$ cat src/rtl/spis_pkg.sv
package spis_pkg;

  typedef enum logic [1:0] {
    REG_DATA = 2'd0,
    REG_CTRL = 2'd1,
    REG_STAT = 2'd2,
    REG_NONE = 2'd3
  } reg_sel_e;

  function automatic reg_sel_e decode_addr(input logic [1:0] addr);
    case (addr)
      2'd0:    return REG_DATA;
      2'd1:    return REG_CTRL;
      2'd2:    return REG_STAT;
      default: return REG_NONE;
    endcase
  endfunction

endpackage

$ cat src/rtl/spis_sync.sv
module spis_sync #(
  parameter int                WIDTH     = 3,
  parameter int                STAGES    = 2,
  parameter logic [WIDTH-1:0]  RESET_VAL = '0
) (
  input  logic             clk,
  input  logic             rst,
  input  logic [WIDTH-1:0] d,
  output logic [WIDTH-1:0] q
);

  logic [WIDTH-1:0] stage_q [STAGES];

  generate
    for (genvar s = 0; s < STAGES; s++) begin : g_stage
      if (s == 0) begin : g_first
        always_ff @(posedge clk) begin
          if (rst) stage_q[0] <= RESET_VAL;
          else     stage_q[0] <= d;
        end
      end else begin : g_next
        always_ff @(posedge clk) begin
          if (rst) stage_q[s] <= RESET_VAL;
          else     stage_q[s] <= stage_q[s-1];
        end
      end
    end
  endgenerate

  assign q = stage_q[STAGES-1];

endmodule

$ cat src/rtl/spis_shifter.sv
module spis_shifter #(
  parameter int DATA_W = 8
) (
  input  logic              clk,
  input  logic              rst,
  input  logic              sck_s,
  input  logic              mosi_s,
  input  logic              ss_n_s,
  input  logic [DATA_W-1:0] tx_load,
  output logic              rx_done,
  output logic [DATA_W-1:0] rx_word,
  output logic              miso_bit,
  output logic              miso_en
);

  localparam int CNT_W = $clog2(DATA_W + 1);

  logic              sck_q;
  logic              ss_q;
  logic [CNT_W-1:0]  bit_cnt;
  logic [DATA_W-2:0] rx_sr;
  logic [DATA_W-1:0] tx_sr;
  logic              miso_en_q;

  logic sck_rise, sck_fall, ss_fall, selected, in_byte;

  always_comb begin
    sck_rise = sck_s & ~sck_q;
    sck_fall = ~sck_s & sck_q;
    ss_fall  = ~ss_n_s & ss_q;
    selected = ~ss_n_s;
    in_byte  = selected & (bit_cnt < CNT_W'(DATA_W));
  end

  always_ff @(posedge clk) begin
    if (rst) begin
      sck_q     <= 1'b0;
      ss_q      <= 1'b1;
      bit_cnt   <= '0;
      rx_sr     <= '0;
      tx_sr     <= '0;
      miso_en_q <= 1'b0;
    end else begin
      sck_q     <= sck_s;
      ss_q      <= ss_n_s;
      miso_en_q <= selected;
      if (ss_fall) begin
        bit_cnt <= '0;
        tx_sr   <= tx_load;
      end else if (in_byte) begin
        if (sck_rise) begin
          rx_sr   <= {rx_sr[DATA_W-3:0], mosi_s};
          bit_cnt <= bit_cnt + 1'b1;
        end
        if (sck_fall && bit_cnt != '0) begin
          tx_sr <= {tx_sr[DATA_W-2:0], 1'b0};
        end
      end
    end
  end

  assign rx_done  = in_byte & ~ss_fall & sck_rise & (bit_cnt == CNT_W'(DATA_W - 1));
  assign rx_word  = {rx_sr, mosi_s};
  assign miso_bit = tx_sr[DATA_W-1];
  assign miso_en  = miso_en_q;

  AST_CNT_BOUNDED: assert property (@(posedge clk) disable iff (rst) bit_cnt <= CNT_W'(DATA_W));
  AST_IDLE_NO_SHIFT: assert property (@(posedge clk) disable iff (rst) ss_n_s |=> ($stable(tx_sr) && $stable(rx_sr)));

endmodule

$ cat src/rtl/spis_regs.sv
module spis_regs
  import spis_pkg::*;
#(
  parameter int DATA_W = 8
) (
  input  logic              clk,
  input  logic              rst,
  input  logic              bus_en,
  input  logic              bus_we,
  input  logic [1:0]        bus_addr,
  input  logic [DATA_W-1:0] bus_wdata,
  output logic [DATA_W-1:0] bus_rdata,
  output logic              irq,
  input  logic              rx_done,
  input  logic [DATA_W-1:0] rx_word,
  output logic [DATA_W-1:0] tx_hold
);

  reg_sel_e          sel;
  logic              data_acc, stat_rd, data_wr, ctrl_wr, rd_acc;
  logic [DATA_W-1:0] tx_hold_q, rx_buf_q, rdata_q, rd_mux;
  logic              ie_q, flag_q, armed_q, irq_q;

  always_comb begin
    sel      = decode_addr(bus_addr);
    data_acc = bus_en & (sel == REG_DATA);
    data_wr  = data_acc & bus_we;
    ctrl_wr  = bus_en & bus_we & (sel == REG_CTRL);
    stat_rd  = bus_en & ~bus_we & (sel == REG_STAT);
    rd_acc   = bus_en & ~bus_we;
    case (sel)
      REG_DATA: rd_mux = rx_buf_q;
      REG_CTRL: rd_mux = {{(DATA_W-1){1'b0}}, ie_q};
      REG_STAT: rd_mux = {{(DATA_W-1){1'b0}}, flag_q};
      default:  rd_mux = '0;
    endcase
  end

  always_ff @(posedge clk) begin
    if (rst) begin
      tx_hold_q <= '0;
      rx_buf_q  <= '0;
      rdata_q   <= '0;
      ie_q      <= 1'b0;
      flag_q    <= 1'b0;
      armed_q   <= 1'b0;
      irq_q     <= 1'b0;
    end else begin
      if (data_wr) tx_hold_q <= bus_wdata;
      if (ctrl_wr) ie_q      <= bus_wdata[0];
      if (rx_done) rx_buf_q  <= rx_word;
      if (rd_acc)  rdata_q   <= rd_mux;

      if (rx_done)                  flag_q <= 1'b1;
      else if (armed_q && data_acc) flag_q <= 1'b0;

      if (rx_done)                  armed_q <= 1'b0;
      else if (stat_rd && flag_q)   armed_q <= 1'b1;
      else if (data_acc)            armed_q <= 1'b0;

      irq_q <= flag_q & ie_q;
    end
  end

  assign tx_hold   = tx_hold_q;
  assign bus_rdata = rdata_q;
  assign irq       = irq_q;

  AST_FLAG_ON_DONE: assert property (@(posedge clk) disable iff (rst) rx_done |=> flag_q);
  AST_CLEAR_NEEDS_ARM: assert property (@(posedge clk) disable iff (rst) $fell(flag_q) |-> ($past(armed_q) && $past(data_acc)));
  AST_RXBUF_HELD: assert property (@(posedge clk) disable iff (rst) !rx_done |=> $stable(rx_buf_q));
  AST_IRQ_MASKED: assert property (@(posedge clk) disable iff (rst) !$past(flag_q) |-> !irq_q);

endmodule

$ cat src/rtl/spi_byte_slave.sv
module spi_byte_slave #(
  parameter int DATA_W      = 8,
  parameter int SYNC_STAGES = 2
) (
  input  logic              clk,
  input  logic              rst,
  input  logic              bus_en,
  input  logic              bus_we,
  input  logic [1:0]        bus_addr,
  input  logic [DATA_W-1:0] bus_wdata,
  output logic [DATA_W-1:0] bus_rdata,
  output logic              irq,
  input  logic              sck,
  input  logic              mosi,
  input  logic              ss_n,
  output logic              miso_o,
  output logic              miso_oe
);

  logic [2:0]        pins_s;
  logic              rx_done;
  logic [DATA_W-1:0] rx_word, tx_hold;

  spis_sync #(
    .WIDTH     (3),
    .STAGES    (SYNC_STAGES),
    .RESET_VAL (3'b100)
  ) u_sync (
    .clk (clk),
    .rst (rst),
    .d   ({ss_n, sck, mosi}),
    .q   (pins_s)
  );

  spis_shifter #(.DATA_W(DATA_W)) u_shift (
    .clk      (clk),
    .rst      (rst),
    .sck_s    (pins_s[1]),
    .mosi_s   (pins_s[0]),
    .ss_n_s   (pins_s[2]),
    .tx_load  (tx_hold),
    .rx_done  (rx_done),
    .rx_word  (rx_word),
    .miso_bit (miso_o),
    .miso_en  (miso_oe)
  );

  spis_regs #(.DATA_W(DATA_W)) u_regs (
    .clk       (clk),
    .rst       (rst),
    .bus_en    (bus_en),
    .bus_we    (bus_we),
    .bus_addr  (bus_addr),
    .bus_wdata (bus_wdata),
    .bus_rdata (bus_rdata),
    .irq       (irq),
    .rx_done   (rx_done),
    .rx_word   (rx_word),
    .tx_hold   (tx_hold)
  );

  AST_MISO_HIZ: assert property (@(posedge clk) disable iff (rst) ($past(ss_n) && $past(ss_n, 2) && $past(ss_n, 3)) |-> !miso_oe);

endmodule

$ cat config.mk
export PLATFORM = sky130hd
export DESIGN_NAME = spi_byte_slave
export DESIGN_NICKNAME = d
export VERILOG_FILES = /design/src/rtl/spis_pkg.sv /design/src/rtl/spis_sync.sv /design/src/rtl/spis_shifter.sv /design/src/rtl/spis_regs.sv /design/src/rtl/spi_byte_slave.sv
export SDC_FILE = /design/constraint.sdc
export NUM_CORES = 1
export LEC_CHECK = 0
export BUFFER_PORTS_ARGS = -buffer_cell sky130_fd_sc_hd__clkbuf_2
export CORE_MARGIN = 2
export CORE_UTILIZATION = 25
export DETAILED_ROUTE_END_ITERATION = 7
export RECOVER_POWER = 50
export SLEW_MARGIN = 20
export SYNTH_ARGS = -nofsm -noshare
export SYNTH_HDL_FRONTEND = slang
export SYNTH_SLANG_ARGS = --single-unit
$ cat constraint.sdc
create_clock -name clk -period 4.5 [get_ports clk]
set_input_delay 0.225 -clock clk [delete_from_list [all_inputs] [get_ports clk]]
set_output_delay 0.225 -clock clk [all_outputs]
set_load 0.02 [all_outputs]
### Word-level counts from Yosys, hierarchy flattened

Memory sizes are Yosys's and may differ from the RTL's.
Index checks and enable logic that the tools add are counted.
Widths: inputs -> output; s select.

| operators by class | value |
|---|---|
| add/sub/neg operators | 1 |
| multipliers | 0 |
| div/mod/pow operators | 0 |
| $lt $le $gt $ge | 1 |
| eq/ne operators | 5 |
| shift operators | 0 |
| muxes and demuxes | 14 |
| bitwise gates (word level) | 21 |
| reduce and logical (&&, ||, !) cells | 15 |

Operator list:

| operator | count |
|---|---|
| $mux 8 | 3 |
| $pmux 8 s3 | 1 |
| $and 1x1->1 | 14 |
| $reduce_bool 2->1 | 4 |
| $mux 1 | 7 |
| $mux 3 | 2 |
| $pmux 2 s3 | 1 |
| $not 1->1 | 5 |
| $add 4x1->4 const B | 1 |
| $eq 2x1->1 const B | 2 |
| $eq 2x2->1 const B | 2 |
| $eq 4x3->1 const B | 1 |
| $logic_not 2->1 | 2 |
| $lt 4x4->1 const B | 1 |
| $reduce_and 2->1 | 2 |
| $reduce_bool 4->1 | 1 |
| $reduce_or 2->1 | 2 |
| $logic_and 1x1->1 | 3 |
| $reduce_and 3->1 | 1 |
| $or 1x1->1 | 2 |

| word-level totals | value |
|---|---|
| register bits | 50 |
| bits in latches | 0 |
| RAM bits | 6 |
| ROM bits | 0 |
| output and inout port bits | 11 |
| logic and storage cells | 71 |
| memories | 1 |

Memories:

| memory | words | width | read ports | clocked after memory_dff | write ports | line | RTL |
|---|---|---|---|---|---|---|---|
| u_sync.stage_q | 2 | 3 | 2 | 0 | 2 | spis_sync.sv:12 | `logic [WIDTH-1:0] stage_q [STAGES];` |

### Logic depth before layout (Yosys ltp)

| logic depth | value |
|---|---|
| depth in word-level cells | 7 |
| depth in mapped cells | 5 |

### Cells and area by module

A second synthesis with hierarchy kept.

| second synthesis, totals | value |
|---|---|
| cells, all modules | 225 |
| area total of the unflattened synthesis | 2182.1 um^2 |

Modules (own cells, without submodules):

| module | times used | cells each | area an instance (um^2) | sequential area each (um^2) |
|---|---|---|---|---|
| spis_regs | 1 | 101 | 1053.5 | 560.5 |
| spis_shifter | 1 | 112 | 970.9 | 440.4 |
| spis_sync | 1 | 12 | 157.7 | 120.1 |

### Least setup slack after synthesis

Ideal clock, no wire load.

| path | value |
|---|---|
| kind | register to register |
| start | memory u_sync.stage_q[1][2] |
| end | register u_shift.rx_sr[1] |
| library setup time | 0.072 ns |
| data arrival time | 1.345 ns |
| path slack | 3.083 ns |
| cell stages (with the launch flop) | 5 |
| path buffers | 1 |
| period minus slack after synthesis | 1.417 ns |
| cell sequence | dfxtp_1 -> nor4b_4 -> nor2b_1 -> buf_2 -> mux2i_1 |

RTL lines:

| item | line | RTL |
|---|---|---|
| from (decl) | spis_sync.sv:12 |  |
| to (signal assigned) | spis_shifter.sv:52 | `rx_sr <= {rx_sr[DATA_W-3:0], mosi_s};` |
| to (decl) | spis_shifter.sv:21 | `logic [DATA_W-2:0] rx_sr;` |

### Worst setup path in the final report

| path | value |
|---|---|
| start | input port rst |
| end | register u_shift.bit_cnt[2] |

| on the way | value |
|---|---|
| word-level cells in the longest chain between the ends | 1 |

Ends and longest elaborated chain:

| item | line | RTL |
|---|---|---|
| from (decl) | spi_byte_slave.sv:6 | `input logic rst,` |
| $reduce_or 2->1 (no line) | -- |  |
| to (signal assigned) | spis_shifter.sv:53 | `bit_cnt <= bit_cnt + 1'b1;` |
| to (decl) | spis_shifter.sv:20 | `logic [CNT_W-1:0] bit_cnt;` |

No other way between the ends.
A chain may end at the register's enable or synchronous reset.

==> results.json <==
{
  "wirelength_um": 4189,
  "cp_max_fo": 55,
  "dp_cells": 342,
  "cp_num_cells": 3,
  "drive_above_1_share_pct": 14.46,
  "crit_slowest_cell": "clkbuf_1",
  "rr_endpoint": "u_shift.rx_sr[1]",
  "grt_use_total_pct": 9.183,
  "port_buffers": 27,
  "overflow": 0,
  "powerDensity_nw_per_um2": 344.2,
  "synth_area_leader_cell": "dfxtp_1",
  "synth.avg_cell_area_um2": 10.16,
  "reg2reg_depth": 3,
  "setup_viol": 0,
  "hold_buffers": 0,
  "start_util_pct": 25.53,
  "core_um2": 8636,
  "synth.area.top_cells": "dfxtp_1 51%, mux2i_1 11%, nand2b_1 6.0%",
  "synth_fp_nets": 236,
  "n_antenna_cell": 0,
  "period_share_pct": 47.27,
  "cts_tree": "done",
  "dp_hpwl_um": 2851,
  "die_w_um": 97.91,
  "seq_area_frac_synth_pct": 50.85,
  "crit_buf_inv": 1,
  "relSlewSlack_pct": -46.24,
  "die-area_um2": 9585,
  "viasPerCell": 4.557,
  "crit_end": "u_shift.bit_cnt[2]",
  "grt_max_degree": 56,
  "rsz0062_at_grt": "false",
  "path_clk_slew_ns": 0.10,
  "hold_depth": 2,
  "yosysWarnings": 0,
  "syn_inst": 217,
  "post-cts-setup-buffers": 0,
  "worstSetupPathType": "input port to flip-flop",
  "tightestPinTransition_ns": 2.194,
  "io_pins": 28,
  "cts_buffers": 5,
  "cts-resized-gates": 0,
  "startpoint": "rst",
  "critPathCaptureType": "flip-flop",
  "path_cells": "clkbuf_1 -> a2111oi_0 -> a31o_2",
  "drc_errors": 0,
  "gp_congestion": 0.7016,
  "multi_input_area_um2": 1018,
  "slew_viol_final": 56,
  "area_growth_pct": 15.38,
  "grt_antenna_before_repair": 0,
  "fp.dieH_um": 97.91,
  "finalNonFillerCells": 350,
  "failed_checks": "capacitance limit, slew limit",
  "clock_latency_ns": 0.30,
  "max_stage_delay_ns": 1.53,
  "critPathTopFamily": "buffers and inverters",
  "worst_slack_ns": 2.373,
  "cts_max_level": 2,
  "cts_buffer_depth": 2,
  "wire_per_inst_um": 11.97,
  "synth_top_area_share_pct": 50.85,
  "dr.pass1.iters": 4,
  "hold_violations": 0,
  "min_path_type": "input port to flip-flop",
  "crit_arrival_ns": 2.33,
  "status": "complete, but fails checks",
  "synth.distinct_cells": 34,
  "regArea_um2": 1121,
  "finClkSkew_ns": 0.01032,
  "r2r_setup_slack_ns": 2.71,
  "leakage_nw": 0.9546,
  "ys_ff_latch": 56,
  "pre_cts_slack_ns": 2.715,
  "fillers": 903,
  "r2r_start": "u_sync.stage_q[1][2]",
  "maxCapViolations": 1,
  "finalSetupTns_ns": 0,
  "nNetsFinal": 260,
  "drt_iter0_drc": 81,
  "fmax_ghz": 0.4701,
  "min_period_ns": 2.127,
  "vias": 1595,
  "cp-start-kind": "input port",
  "syn-cell-area_um2": 2205,
  "grt_pass1_wl_um": 7348,
  "cts_root_buffer": "clkbuf_8",
  "drtAntennaViolNets": 0,
  "clock_sinks": 56,
  "grt_pass1_vias": 1533,
  "num_rows": 34,
  "cp_data_required_time_ns": 4.71,
  "vdd_drop_max_mv": 0.1908
}
-- report_power, final --
group / switching [mW] / internal [mW]
Sequential: 0.00521 / 0.504
Combinational: 0.0243 / 0.0191
Clock: 0.158 / 0.165
Total: 0.188 / 0.688
-- Yosys cell counts --
cell type   n
inv_1       6
a41oi_1     1
nor4b_2     1
a31o_2      2
or4b_1      1
a21oi_1     2
o211ai_1    1
nor4b_1     1
nor3_1      1
xnor2_1     1
nand4b_1    1
dfxtp_1    56
clkbuf_1    9
nand2b_1   21
nor4b_4     1
nand3b_1    1
a2111oi_0   2
and4b_1     1
a22oi_1     7
nor4bb_1    1
nor2_1     29
buf_2       3
a311oi_1    8
ha_1        2
mux2i_1    25
nand3_1     7
nand4b_4    1
or2_2       3
a31oi_1     1
nand2_1     3
nor3b_1     1
o21ai_0     7
mux2_2      1
nor2b_1     9
-- cell usage in the layout, fill, tap and decap left out, drive strengths merged, types with 2 or more instances in the layout --
| cell | count |
|---|---|
| dfxtp | 56 |
| clkbuf | 32 |
| nor2 | 29 |
| mux2i | 25 |
| nand2b | 21 |
| nor2b | 9 |
| a311oi | 8 |
| a22oi | 7 |
| o21ai | 7 |
| nand3 | 7 |
| inv | 6 |
| or2 | 3 |
| nand2 | 3 |
| nor4b | 3 |
| a21oi | 2 |
| a2111oi | 2 |
| a31o | 2 |
| ha | 2 |
| buf | 2 |
| nand4b | 2 |
-- sequential cells by signal, summed over array words and instances, names as in the netlist, 4 cells and up --
register          cells
u_regs.bus_rdata      8
u_shift.rx_sr         7
u_shift.bit_cnt       4
u_regs.tx_hold        8
u_regs.rx_buf_q       8
u_sync.stage_q        6
u_shift.tx_sr         8
-- routing by layer --
layer	global-route usage, %	wire, µm	vias up
li1	-	-	805
met1	12.24	2074	757
met2	14.28	1884	29
met3	1.933	150	4
met4	4.167	78	0
met5	0	0	-
-- cell families (layout without fill, tap and decap cells) --
family          Yosys count  after routing  synth area share [%]
compound gates           31             31                 10.22
xor+xnor                  1              1                0.3973
fa+ha+maj                 2              2                 1.135
buf+inv                  18             43                 3.235
flops                    56             56                 50.85
mux                      26             26                 11.86
simple gates             83             83                 22.30
-- metrics by stage --
stage	total power, mW	utilization (%)	hold slack (ns)	cell area, µm²
2_1_floorplan	0.5475	-	0.3288	2205
4_1_cts	0.8895	29.63	0.1036	2559
3_5_place_dp	0.5650	28.34	0.4041	2447
5_1_grt	0.9135	29.46	0.1068	2544
6_report	0.8756	29.46	0.1106	2544
3_3_place_gp	0.5642	28.34	0.4090	2447
-- area by class of cell --
type	instances	area share (%)
clock buffer	5	2.705
multi-input combinational	143	40.04
tap	108	5.312
clock inverter	3	1.672
sequential	56	44.07
inverter	6	0.8854
timing repair buffer	29	5.312
-- worst min-delay path by stage --
stage / from / to / slack (ns)
2_1_floorplan: ss_n / u_sync.stage_q[0][2] / 0.33
5_1_grt: ss_n / u_sync.stage_q[0][2] / 0.11
4_1_cts: ss_n / u_sync.stage_q[0][2] / 0.10
3_5_place_dp: u_sync.stage_q[0][2] / u_sync.stage_q[1][2] / 0.40
3_3_place_gp: u_sync.stage_q[0][2] / u_sync.stage_q[1][2] / 0.41
6_report: ss_n / u_sync.stage_q[0][2] / 0.11
-- worst reg2reg max path: cells and delay by family, from the launching register on --
family,cells,cell delay (ns)
flops,1,0.40
mux,1,0.25
simple gates,2,1.08
Power figures use the tool's default switching activity.
